`config.mk`:
```
export PLATFORM = sky130hd
export DESIGN_NAME = nand_2p_cache_prog
export DESIGN_NICKNAME = d
export VERILOG_FILES = /design/src/rtl/nand2p_pkg.sv /design/src/rtl/nand_bus_cycle.sv /design/src/rtl/nand_busy_wait.sv /design/src/rtl/nand_page_order.sv /design/src/rtl/nand_2p_cache_prog.sv
export SDC_FILE = /design/constraint.sdc
export NUM_CORES = 1
export LEC_CHECK = 0
export BUFFER_PORTS_ARGS = -buffer_cell sky130_fd_sc_hd__clkbuf_2
export CAP_MARGIN = 10
export CELL_PAD_IN_SITES_DETAIL_PLACEMENT = 0
export CELL_PAD_IN_SITES_GLOBAL_PLACEMENT = 2
export CORE_ASPECT_RATIO = 1.75
export CORE_MARGIN = 2
export CORE_UTILIZATION = 47
export CTS_BUF_LIST = sky130_fd_sc_hd__clkbuf_2
export DETAILED_ROUTE_END_ITERATION = 12
export GPL_ROUTABILITY_DRIVEN = 0
export HOLD_SLACK_MARGIN = 0.15
export PLACE_DENSITY = 0.95
export SLEW_MARGIN = 20
export SYNTH_ARGS = -nofsm -noshare
export SYNTH_HDL_FRONTEND = slang
export SYNTH_HIERARCHICAL = 1
export SYNTH_SLANG_ARGS = --single-unit
```
`constraint.sdc`:
```
create_clock -name clk -period 8.74 [get_ports clk]
set_input_delay 1.748 -clock clk [delete_from_list [all_inputs] [get_ports clk]]
set_output_delay 1.748 -clock clk [all_outputs]
set_load 0.005 [all_outputs]
```
`src/rtl/nand2p_pkg.sv`:
```
package nand2p_pkg;

  typedef enum logic [1:0] {
    BK_CMD  = 2'd0,
    BK_ADDR = 2'd1,
    BK_DATA = 2'd2,
    BK_READ = 2'd3
  } bus_kind_t;

  localparam logic [2:0] EC_OK       = 3'd0;
  localparam logic [2:0] EC_PLANE    = 3'd1;
  localparam logic [2:0] EC_ORDER    = 3'd2;
  localparam logic [2:0] EC_TIMEOUT  = 3'd3;
  localparam logic [2:0] EC_PROGFAIL = 3'd4;

  localparam logic [7:0] OP_LOAD   = 8'h80;
  localparam logic [7:0] OP_JUMP   = 8'h85;
  localparam logic [7:0] OP_DUMMY  = 8'h11;
  localparam logic [7:0] OP_CACHE  = 8'h15;
  localparam logic [7:0] OP_FINAL  = 8'h10;
  localparam logic [7:0] OP_STATUS = 8'h70;
  localparam logic [7:0] OP_RESET  = 8'hFF;

  // address byte idx of the five-byte load address: column first, low byte first
  function automatic logic [7:0] addr_byte(input logic [15:0] col,
                                           input logic [23:0] row,
                                           input logic [2:0]  idx);
    case (idx)
      3'd0:    addr_byte = col[7:0];
      3'd1:    addr_byte = col[15:8];
      3'd2:    addr_byte = row[7:0];
      3'd3:    addr_byte = row[15:8];
      default: addr_byte = row[23:16];
    endcase
  endfunction

endpackage

```
`src/rtl/nand_bus_cycle.sv`:
```
module nand_bus_cycle
  import nand2p_pkg::*;
#(
  parameter int T_SU  = 2,
  parameter int T_WP  = 2,
  parameter int T_HLD = 2
) (
  input  logic       clk,
  input  logic       rst_n,
  input  logic       go,
  input  bus_kind_t  kind,
  input  logic [7:0] wbyte,
  input  logic [7:0] io_in,
  output logic       busy,
  output logic       fin,
  output logic [7:0] rbyte,
  output logic       cle,
  output logic       ale,
  output logic       we_n,
  output logic       re_n,
  output logic [7:0] io_out,
  output logic       io_oe
);
  localparam int TOT = T_SU + T_WP + T_HLD;
  localparam int CW  = $clog2(TOT + 1);
  localparam logic [CW-1:0] LAST_C  = CW'(TOT - 1);
  localparam logic [CW-1:0] FALL_C  = CW'(T_SU);
  localparam logic [CW-1:0] RISE_C  = CW'(T_SU + T_WP);
  localparam logic [CW-1:0] SAMP_C  = CW'(T_SU + T_WP - 1);

  logic          act;
  logic [CW-1:0] cnt;
  bus_kind_t     kind_q;
  logic [7:0]    byte_q;
  logic          strobe;

  always_ff @(posedge clk or negedge rst_n) begin
    if (!rst_n) begin
      act    <= 1'b0;
      cnt    <= '0;
      kind_q <= BK_CMD;
      byte_q <= '0;
      rbyte  <= '0;
    end else if (!act) begin
      if (go) begin
        act    <= 1'b1;
        cnt    <= '0;
        kind_q <= kind;
        byte_q <= wbyte;
      end
    end else begin
      if (kind_q == BK_READ && cnt == SAMP_C) rbyte <= io_in;
      if (cnt == LAST_C) act <= 1'b0;
      else               cnt <= cnt + 1'b1;
    end
  end

  assign strobe = act && (cnt >= FALL_C) && (cnt < RISE_C);
  assign busy   = act;
  assign fin    = act && (cnt == LAST_C);
  assign cle    = act && (kind_q == BK_CMD);
  assign ale    = act && (kind_q == BK_ADDR);
  assign we_n   = !(strobe && kind_q != BK_READ);
  assign re_n   = !(strobe && kind_q == BK_READ);
  assign io_oe  = act && (kind_q != BK_READ);
  assign io_out = byte_q;

endmodule

```
`src/rtl/nand_busy_wait.sv`:
```
module nand_busy_wait #(
  parameter int T_WB       = 4,
  parameter int T_BUSY_MAX = 4096
) (
  input  logic clk,
  input  logic rst_n,
  input  logic start,
  input  logic rb_n,
  output logic ready_evt,
  output logic timeout_evt
);
  localparam int MAXV = (T_WB > T_BUSY_MAX) ? T_WB : T_BUSY_MAX;
  localparam int CW   = $clog2(MAXV + 1);
  localparam logic [CW-1:0] WB_END  = CW'(T_WB - 1);
  localparam logic [CW-1:0] TMO_END = CW'(T_BUSY_MAX - 1);

  typedef enum logic [1:0] {PH_IDLE, PH_SETTLE, PH_WATCH} ph_t;
  ph_t           ph;
  logic [CW-1:0] cnt;

  assign ready_evt   = (ph == PH_WATCH) && rb_n;
  assign timeout_evt = (ph == PH_WATCH) && !rb_n && (cnt == TMO_END);

  always_ff @(posedge clk or negedge rst_n) begin
    if (!rst_n) begin
      ph  <= PH_IDLE;
      cnt <= '0;
    end else begin
      case (ph)
        PH_IDLE: if (start) begin
          ph  <= PH_SETTLE;
          cnt <= '0;
        end
        PH_SETTLE: if (cnt == WB_END) begin
          ph  <= PH_WATCH;
          cnt <= '0;
        end else cnt <= cnt + 1'b1;
        default: if (ready_evt || timeout_evt) ph <= PH_IDLE;
                 else cnt <= cnt + 1'b1;
      endcase
    end
  end

endmodule

```
`src/rtl/nand_page_order.sv`:
```
module nand_page_order #(
  parameter int PAGE_W = 6,
  parameter int BLK_W  = 5
) (
  input  logic                    clk,
  input  logic                    rst_n,
  input  logic [PAGE_W+BLK_W-1:0] row_a,
  input  logic [PAGE_W+BLK_W-1:0] row_b,
  input  logic                    commit,
  output logic                    plane_clash,
  output logic                    order_bad
);
  localparam int NBLK = 1 << BLK_W;

  logic [PAGE_W-1:0] last_pg [NBLK];
  logic [NBLK-1:0]   seen;

  function automatic logic [BLK_W-1:0] blk_of(input logic [PAGE_W+BLK_W-1:0] r);
    return r[PAGE_W +: BLK_W];
  endfunction

  function automatic logic [PAGE_W-1:0] pg_of(input logic [PAGE_W+BLK_W-1:0] r);
    return r[PAGE_W-1:0];
  endfunction

  logic [BLK_W-1:0]  ba, bb;
  logic [PAGE_W-1:0] pa, pb;
  logic              bad_a, bad_b;

  assign ba = blk_of(row_a);
  assign bb = blk_of(row_b);
  assign pa = pg_of(row_a);
  assign pb = pg_of(row_b);
  assign plane_clash = (ba[0] == bb[0]);
  assign bad_a = seen[ba] && (pa <= last_pg[ba]);
  assign bad_b = seen[bb] && (pb <= last_pg[bb]);
  assign order_bad = bad_a || bad_b;

  for (genvar g = 0; g < NBLK; g++) begin : g_blk
    always_ff @(posedge clk or negedge rst_n) begin
      if (!rst_n) begin
        seen[g]    <= 1'b0;
        last_pg[g] <= '0;
      end else if (commit) begin
        if (ba == BLK_W'(g)) begin
          seen[g]    <= 1'b1;
          last_pg[g] <= pa;
        end else if (bb == BLK_W'(g)) begin
          seen[g]    <= 1'b1;
          last_pg[g] <= pb;
        end
      end
    end
  end

endmodule

```
`src/rtl/nand_2p_cache_prog.sv`:
```
module nand_2p_cache_prog
  import nand2p_pkg::*;
#(
  parameter int COL_W      = 13,
  parameter int PAGE_W     = 6,
  parameter int BLK_W      = 5,
  parameter int T_SU       = 2,
  parameter int T_WP       = 2,
  parameter int T_HLD      = 2,
  parameter int T_WB       = 4,
  parameter int T_BUSY_MAX = 4096
) (
  input  logic                    clk,
  input  logic                    rst_n,
  input  logic                    req_valid,
  output logic                    req_ready,
  input  logic [PAGE_W+BLK_W-1:0] req_row_a,
  input  logic [COL_W-1:0]        req_col_a,
  input  logic [PAGE_W+BLK_W-1:0] req_row_b,
  input  logic [COL_W-1:0]        req_col_b,
  input  logic                    req_final,
  input  logic                    in_valid,
  output logic                    in_ready,
  input  logic [7:0]              in_data,
  input  logic                    in_jump,
  input  logic [COL_W-1:0]        in_col,
  input  logic                    in_last,
  output logic                    nand_ce_n,
  output logic                    nand_cle,
  output logic                    nand_ale,
  output logic                    nand_we_n,
  output logic                    nand_re_n,
  output logic [7:0]              nand_io_out,
  output logic                    nand_io_oe,
  input  logic [7:0]              nand_io_in,
  input  logic                    nand_rb_n,
  output logic                    done,
  output logic [2:0]              err_code
);
  localparam int ROW_W = PAGE_W + BLK_W;

  typedef enum logic [3:0] {
    S_IDLE, S_PCMD, S_ADDR, S_DATA, S_JCMD, S_JADDR, S_CONF,
    S_WAIT, S_STCMD, S_STRD, S_RSTCMD, S_DONE
  } st_t;

  st_t              st;
  logic             pl;
  logic [2:0]       aidx;
  logic             jidx;
  logic             last_q;
  logic             final_q;
  logic [ROW_W-1:0] row_a_q, row_b_q;
  logic [COL_W-1:0] col_a_q, col_b_q, jcol_q;
  logic [2:0]       err_q;

  // named internal events
  logic evt_accept, evt_reject, evt_take;
  logic eng_go, eng_busy, eng_fin;
  bus_kind_t eng_kind;
  logic [7:0] eng_byte, eng_rbyte;
  logic plane_clash, order_bad;
  logic wait_start, wait_ready, wait_tmo;
  logic [15:0] cur_col16;
  logic [23:0] cur_row24;

  assign cur_col16 = 16'(pl ? col_b_q : col_a_q);
  assign cur_row24 = 24'(pl ? row_b_q : row_a_q);

  assign req_ready  = (st == S_IDLE);
  assign evt_accept = (st == S_IDLE) && req_valid && !plane_clash && !order_bad;
  assign evt_reject = (st == S_IDLE) && req_valid && (plane_clash || order_bad);
  assign wait_start = (st == S_CONF) && eng_fin;
  assign done       = (st == S_DONE);
  assign err_code   = err_q;
  assign nand_ce_n  = (st == S_IDLE) || (st == S_DONE);

  function automatic logic [7:0] close_op(input logic plane_b, input logic fin_pg);
    if (!plane_b) return OP_DUMMY;
    return fin_pg ? OP_FINAL : OP_CACHE;
  endfunction

  nand_page_order #(.PAGE_W(PAGE_W), .BLK_W(BLK_W)) u_order (
    .clk(clk), .rst_n(rst_n), .row_a(req_row_a), .row_b(req_row_b),
    .commit(evt_accept), .plane_clash(plane_clash), .order_bad(order_bad)
  );

  nand_busy_wait #(.T_WB(T_WB), .T_BUSY_MAX(T_BUSY_MAX)) u_wait (
    .clk(clk), .rst_n(rst_n), .start(wait_start), .rb_n(nand_rb_n),
    .ready_evt(wait_ready), .timeout_evt(wait_tmo)
  );

  nand_bus_cycle #(.T_SU(T_SU), .T_WP(T_WP), .T_HLD(T_HLD)) u_bus (
    .clk(clk), .rst_n(rst_n), .go(eng_go), .kind(eng_kind), .wbyte(eng_byte),
    .io_in(nand_io_in), .busy(eng_busy), .fin(eng_fin), .rbyte(eng_rbyte),
    .cle(nand_cle), .ale(nand_ale), .we_n(nand_we_n), .re_n(nand_re_n),
    .io_out(nand_io_out), .io_oe(nand_io_oe)
  );

  always_comb begin
    eng_go   = 1'b0;
    eng_kind = BK_CMD;
    eng_byte = 8'h00;
    in_ready = 1'b0;
    if (!eng_busy) begin
      case (st)
        S_PCMD:   begin eng_go = 1'b1; eng_byte = OP_LOAD; end
        S_ADDR:   begin
          eng_go = 1'b1; eng_kind = BK_ADDR;
          eng_byte = addr_byte(cur_col16, cur_row24, aidx);
        end
        S_DATA:   if (in_valid) begin
          in_ready = 1'b1;
          if (!in_jump) begin
            eng_go = 1'b1; eng_kind = BK_DATA; eng_byte = in_data;
          end
        end
        S_JCMD:   begin eng_go = 1'b1; eng_byte = OP_JUMP; end
        S_JADDR:  begin
          eng_go = 1'b1; eng_kind = BK_ADDR;
          eng_byte = jidx ? 16'(jcol_q) >> 8 : 8'(jcol_q);
        end
        S_CONF:   begin eng_go = 1'b1; eng_byte = close_op(pl, final_q); end
        S_STCMD:  begin eng_go = 1'b1; eng_byte = OP_STATUS; end
        S_STRD:   begin eng_go = 1'b1; eng_kind = BK_READ; end
        S_RSTCMD: begin eng_go = 1'b1; eng_byte = OP_RESET; end
        default:  ;
      endcase
    end
  end

  assign evt_take = (st == S_DATA) && in_ready;

  always_ff @(posedge clk or negedge rst_n) begin
    if (!rst_n) begin
      st      <= S_IDLE;
      pl      <= 1'b0;
      aidx    <= '0;
      jidx    <= 1'b0;
      last_q  <= 1'b0;
      final_q <= 1'b0;
      row_a_q <= '0;
      row_b_q <= '0;
      col_a_q <= '0;
      col_b_q <= '0;
      jcol_q  <= '0;
      err_q   <= EC_OK;
    end else begin
      case (st)
        S_IDLE: if (req_valid) begin
          row_a_q <= req_row_a;
          row_b_q <= req_row_b;
          col_a_q <= req_col_a;
          col_b_q <= req_col_b;
          final_q <= req_final;
          pl      <= 1'b0;
          if (plane_clash)    begin err_q <= EC_PLANE; st <= S_DONE; end
          else if (order_bad) begin err_q <= EC_ORDER; st <= S_DONE; end
          else                begin err_q <= EC_OK;    st <= S_PCMD; end
        end
        S_PCMD: if (eng_fin) begin aidx <= '0; st <= S_ADDR; end
        S_ADDR: if (eng_fin) begin
          if (aidx == 3'd4) st <= S_DATA;
          else              aidx <= aidx + 1'b1;
        end
        S_DATA: begin
          if (evt_take) begin
            last_q <= in_last;
            if (in_jump) begin
              jcol_q <= in_col;
              jidx   <= 1'b0;
              st     <= S_JCMD;
            end
          end
          if (eng_fin && last_q) st <= S_CONF;
        end
        S_JCMD: if (eng_fin) st <= S_JADDR;
        S_JADDR: if (eng_fin) begin
          if (jidx) st <= last_q ? S_CONF : S_DATA;
          else      jidx <= 1'b1;
        end
        S_CONF: if (eng_fin) st <= S_WAIT;
        S_WAIT: begin
          if (wait_ready) begin
            if (pl) st <= S_STCMD;
            else begin pl <= 1'b1; st <= S_PCMD; end
          end else if (wait_tmo) begin
            err_q <= EC_TIMEOUT;
            st    <= S_RSTCMD;
          end
        end
        S_STCMD: if (eng_fin) st <= S_STRD;
        S_STRD: if (eng_fin) begin
          err_q <= eng_rbyte[0] ? EC_PROGFAIL : EC_OK;
          st    <= S_DONE;
        end
        S_RSTCMD: if (eng_fin) st <= S_DONE;
        default: st <= S_IDLE;
      endcase
    end
  end

endmodule

```
* Word-level counts from Yosys, hierarchy flattened
Index checks and enable logic that the tools add are counted.
Word-level totals: register bits 329
Operators by class: multiplexer cells 214, $add $sub $neg 3, magnitude comparators 8, reductions and logical operators 120, equality and inequality tests 111, bitwise operators 3
Operators with widths (number):
- $mux 6 | 68
- $eq 5x5->1 const B | 32
- $mux 1 | 83
- $eq 5x4->1 const B | 16
- $reduce_and 2->1 | 38
- $mux 4 | 18
- $reduce_bool 2->1 | 36
- $pmux 8 s8 | 1
- $bmux 6 s5 | 2
- $mux 13 | 4
- $eq 5x3->1 const B | 8
- $mux 8 | 5
- $pmux 4 s10 | 1
- $mux 3 | 13
- $ne 2x2->1 const B | 16
- $pmux 8 s4 | 1
- $pmux 13 s2 | 1
- $eq 5x2->1 const B | 4
- $logic_and 1x1->1 | 20
- $eq 4x3->1 const B | 4
- $eq 4x4->1 const B | 4
- $mux 2 | 7
- $add 13x1->13 const B | 1
- $eq 13x12->1 const B | 1
- 42 further kinds | 75

* Longest topological paths before layout
depth in word-level cells 11, mapped depth 18, mapped depth without buffers 13

* Modules after synthesis
The synthesis kept the hierarchy.
By module, submodules not included:
- nand_page_order | cells each 1289, area an instance 14318.7 sq um, sequential area each 5605.4 sq um, instances 1
- nand_2p_cache_prog | cells each 351, area an instance 3925.0 sq um, sequential area each 1876.8 sq um, instances 1
- nand_bus_cycle | cells each 66, area an instance 950.9 sq um, sequential area each 550.5 sq um, instances 1
- nand_busy_wait | cells each 91, area an instance 910.9 sq um, sequential area each 375.4 sq um, instances 1

* Least setup slack after synthesis
OpenSTA, ideal clock, no wires.
kind input port to flip-flop, from in req_row_a[7], to reg u_order/last_pg[144] in the netlist's numbering, setup time 125 ps, arrival time 5598 ps, stages on the path 16, setup slack 3017 ps, data required time 8615 ps, path through buf_2 buf_2 buf_1 mux4_2 mux4_2 mux2i_1 ha_1 a21o_1 a21oi_1 nor2b_1 o32a_1 o32ai_1 nor3_1 clkbuf_1 o21ai_1 mux2_2
On the way: cells in the longest elaborated chain, start to end 10, elaborated cells between the ends (all ways) 15, those cells by class 1 x order compare; 1 x eq/ne; 6 x mux; 1 x bitwise; 6 x reduce/logical
RTL lines:
- from (decl) | line nand_2p_cache_prog.sv:17 | input logic [PAGE_W+BLK_W-1:0] req_row_a,
- $not 5->6 (not written as such) | line nand_page_order.sv:35 | assign bad_a = seen[ba] && (pa <= last_pg[ba]);
- $bmux 6 s5 | line nand_page_order.sv:35
- $mux 6 (not written as such) (2 in a row) | line nand_page_order.sv:35
- $le 6x6->1 | line nand_page_order.sv:35
- $logic_and 1x1->1 * | line nand_page_order.sv:35
- $logic_or 1x1->1 * | line nand_page_order.sv:37 | assign order_bad = bad_a || bad_b;
- net order_bad | line nand_2p_cache_prog.sv:62 | logic plane_clash, order_bad;
- $logic_not 1->1 * | line nand_2p_cache_prog.sv:71 | assign evt_accept = (st == S_IDLE) && req_valid && !plane_clash && !order_bad;
- $logic_and 1x1->1 * | line nand_2p_cache_prog.sv:71
- net evt_accept | line nand_2p_cache_prog.sv:58 | logic evt_accept, evt_reject, evt_take;
- $reduce_and 2->1 (no source line) *
- to (signal, indexed assignment) | line nand_page_order.sv:47 | last_pg[g] <= pa;
- to (signal, indexed assignment) | line nand_page_order.sv:50 | last_pg[g] <= pb;
- to (decl) | line nand_page_order.sv:15 | logic [PAGE_W-1:0] last_pg [NBLK];
The timed path passes the listed nets; every way through them passes the cells marked *. The select of a mux whose other input is x is not followed. A chain may end at the register's enable or synchronous reset.

* Final worst setup path
from in req_row_a[6], to reg u_order/last_pg[145] in the netlist's numbering
Same word-level chain as after synthesis.

==> results.txt <==
outcome: finished, final reports clean
Die Area: 43960 sq um
total gr overflow: 0
Peak Freq: 167.2 MHz
startpoint types: input port
CORE AREA: 41740 sq um
pwr dens: 223.7 nW/um^2
First-pass DRT Iterations: 5
CTS tree: built
Routed WL: 62270 um
initial drt markers: 1407
CTS buffer count: 81
Clock Skew: 0.04455 ns
clock root cell: clkbuf_2
Mapped Cells: 1783
Final Cycle Share: 0.6841
Mapped Area: 19850 sq um
setup violators final: 0
vias in the first global route: 15530
Worst Tran Pin Value: 1.148 ns
headroom to the max-slew limit: 0.2320
CP required: 9.62 ns
LEAKAGE: 9.617 nW
initial antenna violation count: 2
HPWL after DPL: 40700 um
Die Wd: 159.4 um
Hold Buf Count CTS: 0
min cycle time layout: 5.979 ns
Reg2Reg Setup Slack: 4.06 ns
RR Endpoint: u_order/last_pg[145]$_DFFE_PN0P_
io pins: 105
Slew Limit Fails: 0
Port Buf Inserts: 97
maxcap violations: 0
share of layout cells above drive strength 1: 0.2789
syn_area_per_cell: 11.13 sq um
final setup TNS: 0 ns
reg2reg start: u_order/last_pg[9]$_DFFE_PN0P_
clock input transition at the sequential cells of the worst setup and hold paths: 0.12 ns
via count: 15240
final worst setup slack: 2.761 ns
Max IR drop VDD: 0.0001149 V
CP Data Arrival Time: 6.86 ns
CP Max Fanout: 42
Synthesized Nets: 1889
vias per cell: 6.167
largest net degree at the start of global routing: 161
Pwr Total: 4.808 mW
min-delay src: u_order/seen[4]$_DFFE_PN0P_
Worst setup EP type: flip-flop
Synth Warn #: 6
Max Root-Sink Buffers: 3
DP Area: 20760 sq um
DP Worst Slack: 1.792 ns
clk_lat worst skew: 1.03 ns
routed len/inst: 25.19 um
layout filler cell count: 3781
Die Y: 275.9 um
PostCTS Resize Cnt: 0
Detail Route Antenna Nets: 0
global-route wire length before repair: 93570 um
Final Hold Fails: 0
Rows: 99
overall global routing resource usage: 0.2843
# Post-CTS Setup Buffers: 0
CTS sink count: 329
worst reg2reg path depth: 13
H-tree levels: 3
Synth-to-Final Area Change: 8.244%
WHS: 0.4978 ns
post-route insts no fill: 2472
cell total after placement: 2330
RSZ-0062 raised after global routing: no
Starting Density: 0.4756
DRC Markers: 0
nets@finish: 1964
Core Util, Final: 0.5148
final instance area: 21490 sq um
crit path from: req_row_a[6]
CP Class: input port to flip-flop
Worst Hold End: u_order/seen[4]$_DFFE_PN0P_
HP Class: flip-flop to flip-flop
Worst Hold Depth: 1
==> where the power goes <==
group          internal (mW)  switching, mW  leakage, nW
Clock                  0.399          0.665        0.544
Combinational          0.736          0.769         4.67
Sequential              1.91          0.326         4.40
Total                   3.05           1.76         9.62
==> area by class of cell <==
| cell class | count | area (sq um) | area share |
|---|---|---|---|
| Antenna cell | 2 | 5.005 | 0.0002329 |
| Clock buffer | 109 | 545.5 | 0.02539 |
| Clock inverter | 31 | 180.2 | 0.008385 |
| Inverter | 17 | 63.81 | 0.002970 |
| Multi-Input combinational cell | 1288 | 10900 | 0.5072 |
| Sequential cell | 329 | 8233 | 0.3831 |
| Tap cell | 555 | 694.4 | 0.03232 |
| Timing Repair Buffer | 141 | 868.3 | 0.04041 |
==> worst max-delay path: stages <==
cell	delay (ns)
buf_4	0.65
buf_12	0.33
mux4_2	0.59
mux4_2	0.47
mux2i_1	0.15
ha_1	0.27
a21o_1	0.17
a21oi_1	0.14
nor2b_1	0.06
o32a_1	0.33
o32ai_1	0.59
nor3_2	0.11
buf_4	0.27
o21ai_1	0.47
mux2_2	0.41
==> registers in the layout, indices dropped and copies added (netlist names), 8 cells and up <==
name and cells:
col_a_q 13, col_b_q 13, jcol_q 13, row_a_q 11
row_b_q 11, u_bus/io_out 8, u_order/last_pg 192, u_order/seen 32
u_wait/cnt 13
==> metal layers <==
| layer | share of wire | GRT usage | vias up |
|---|---|---|---|
| li1 | - | - | 6797 |
| met1 | 0.35 | 0.3107 | 7640 |
| met2 | 0.52 | 0.5026 | 617 |
| met3 | 0.053 | 0.03967 | 190 |
| met4 | 0.079 | 0.2163 | 0 |
| met5 | 0 | 0 | - |
==> layout by cell type, fill, tap and decap left out, types with 4 or more instances in the layout <==
master    count
dfrtp_1     329
nand2b_1     36
nand2_1     230
nor3_1        9
and2_1        5
a22oi_1       5
inv_1        17
and3_1       24
nand4_1       5
nor2_1       53
clkbuf_2    201
clkinv_1     20
nor2b_1      22
o211ai_1      4
a21bo_2       4
mux2_2       97
o21ai_0     208
mux2i_1     204
nor3b_1       4
clkinv_2      6
and4_1        5
mux4_2      136
buf_4        43
nand3b_1      4
nor3_2        4
a221oi_1      6
or3_1         4
nor2_2        9
a21oi_1      58
o22ai_1      10
nand2_2       4
a221o_1      10
a21o_1        8
ha_1         21
a32o_1        4
a31oi_1      24
o21ai_1       4
nand3_1      16
==> worst max-delay path by stage <==
stage,endpoint,cells past startpoint
final,u_order/last_pg[145]$_DFFE_PN0P_,15
after global routing,u_order/last_pg[29]$_DFFE_PN0P_,16
after CTS,u_order/last_pg[144]$_DFFE_PN0P_,15
after detailed placement,u_order/last_pg[144]$_DFFE_PN0P_,15
after global placement,u_order/last_pg[144]$_DFFE_PN0P_,15
after floorplan,u_order/last_pg[144]$_DFFE_PN0P_,16
No activity file was read; power rests on OpenSTA's default activity.
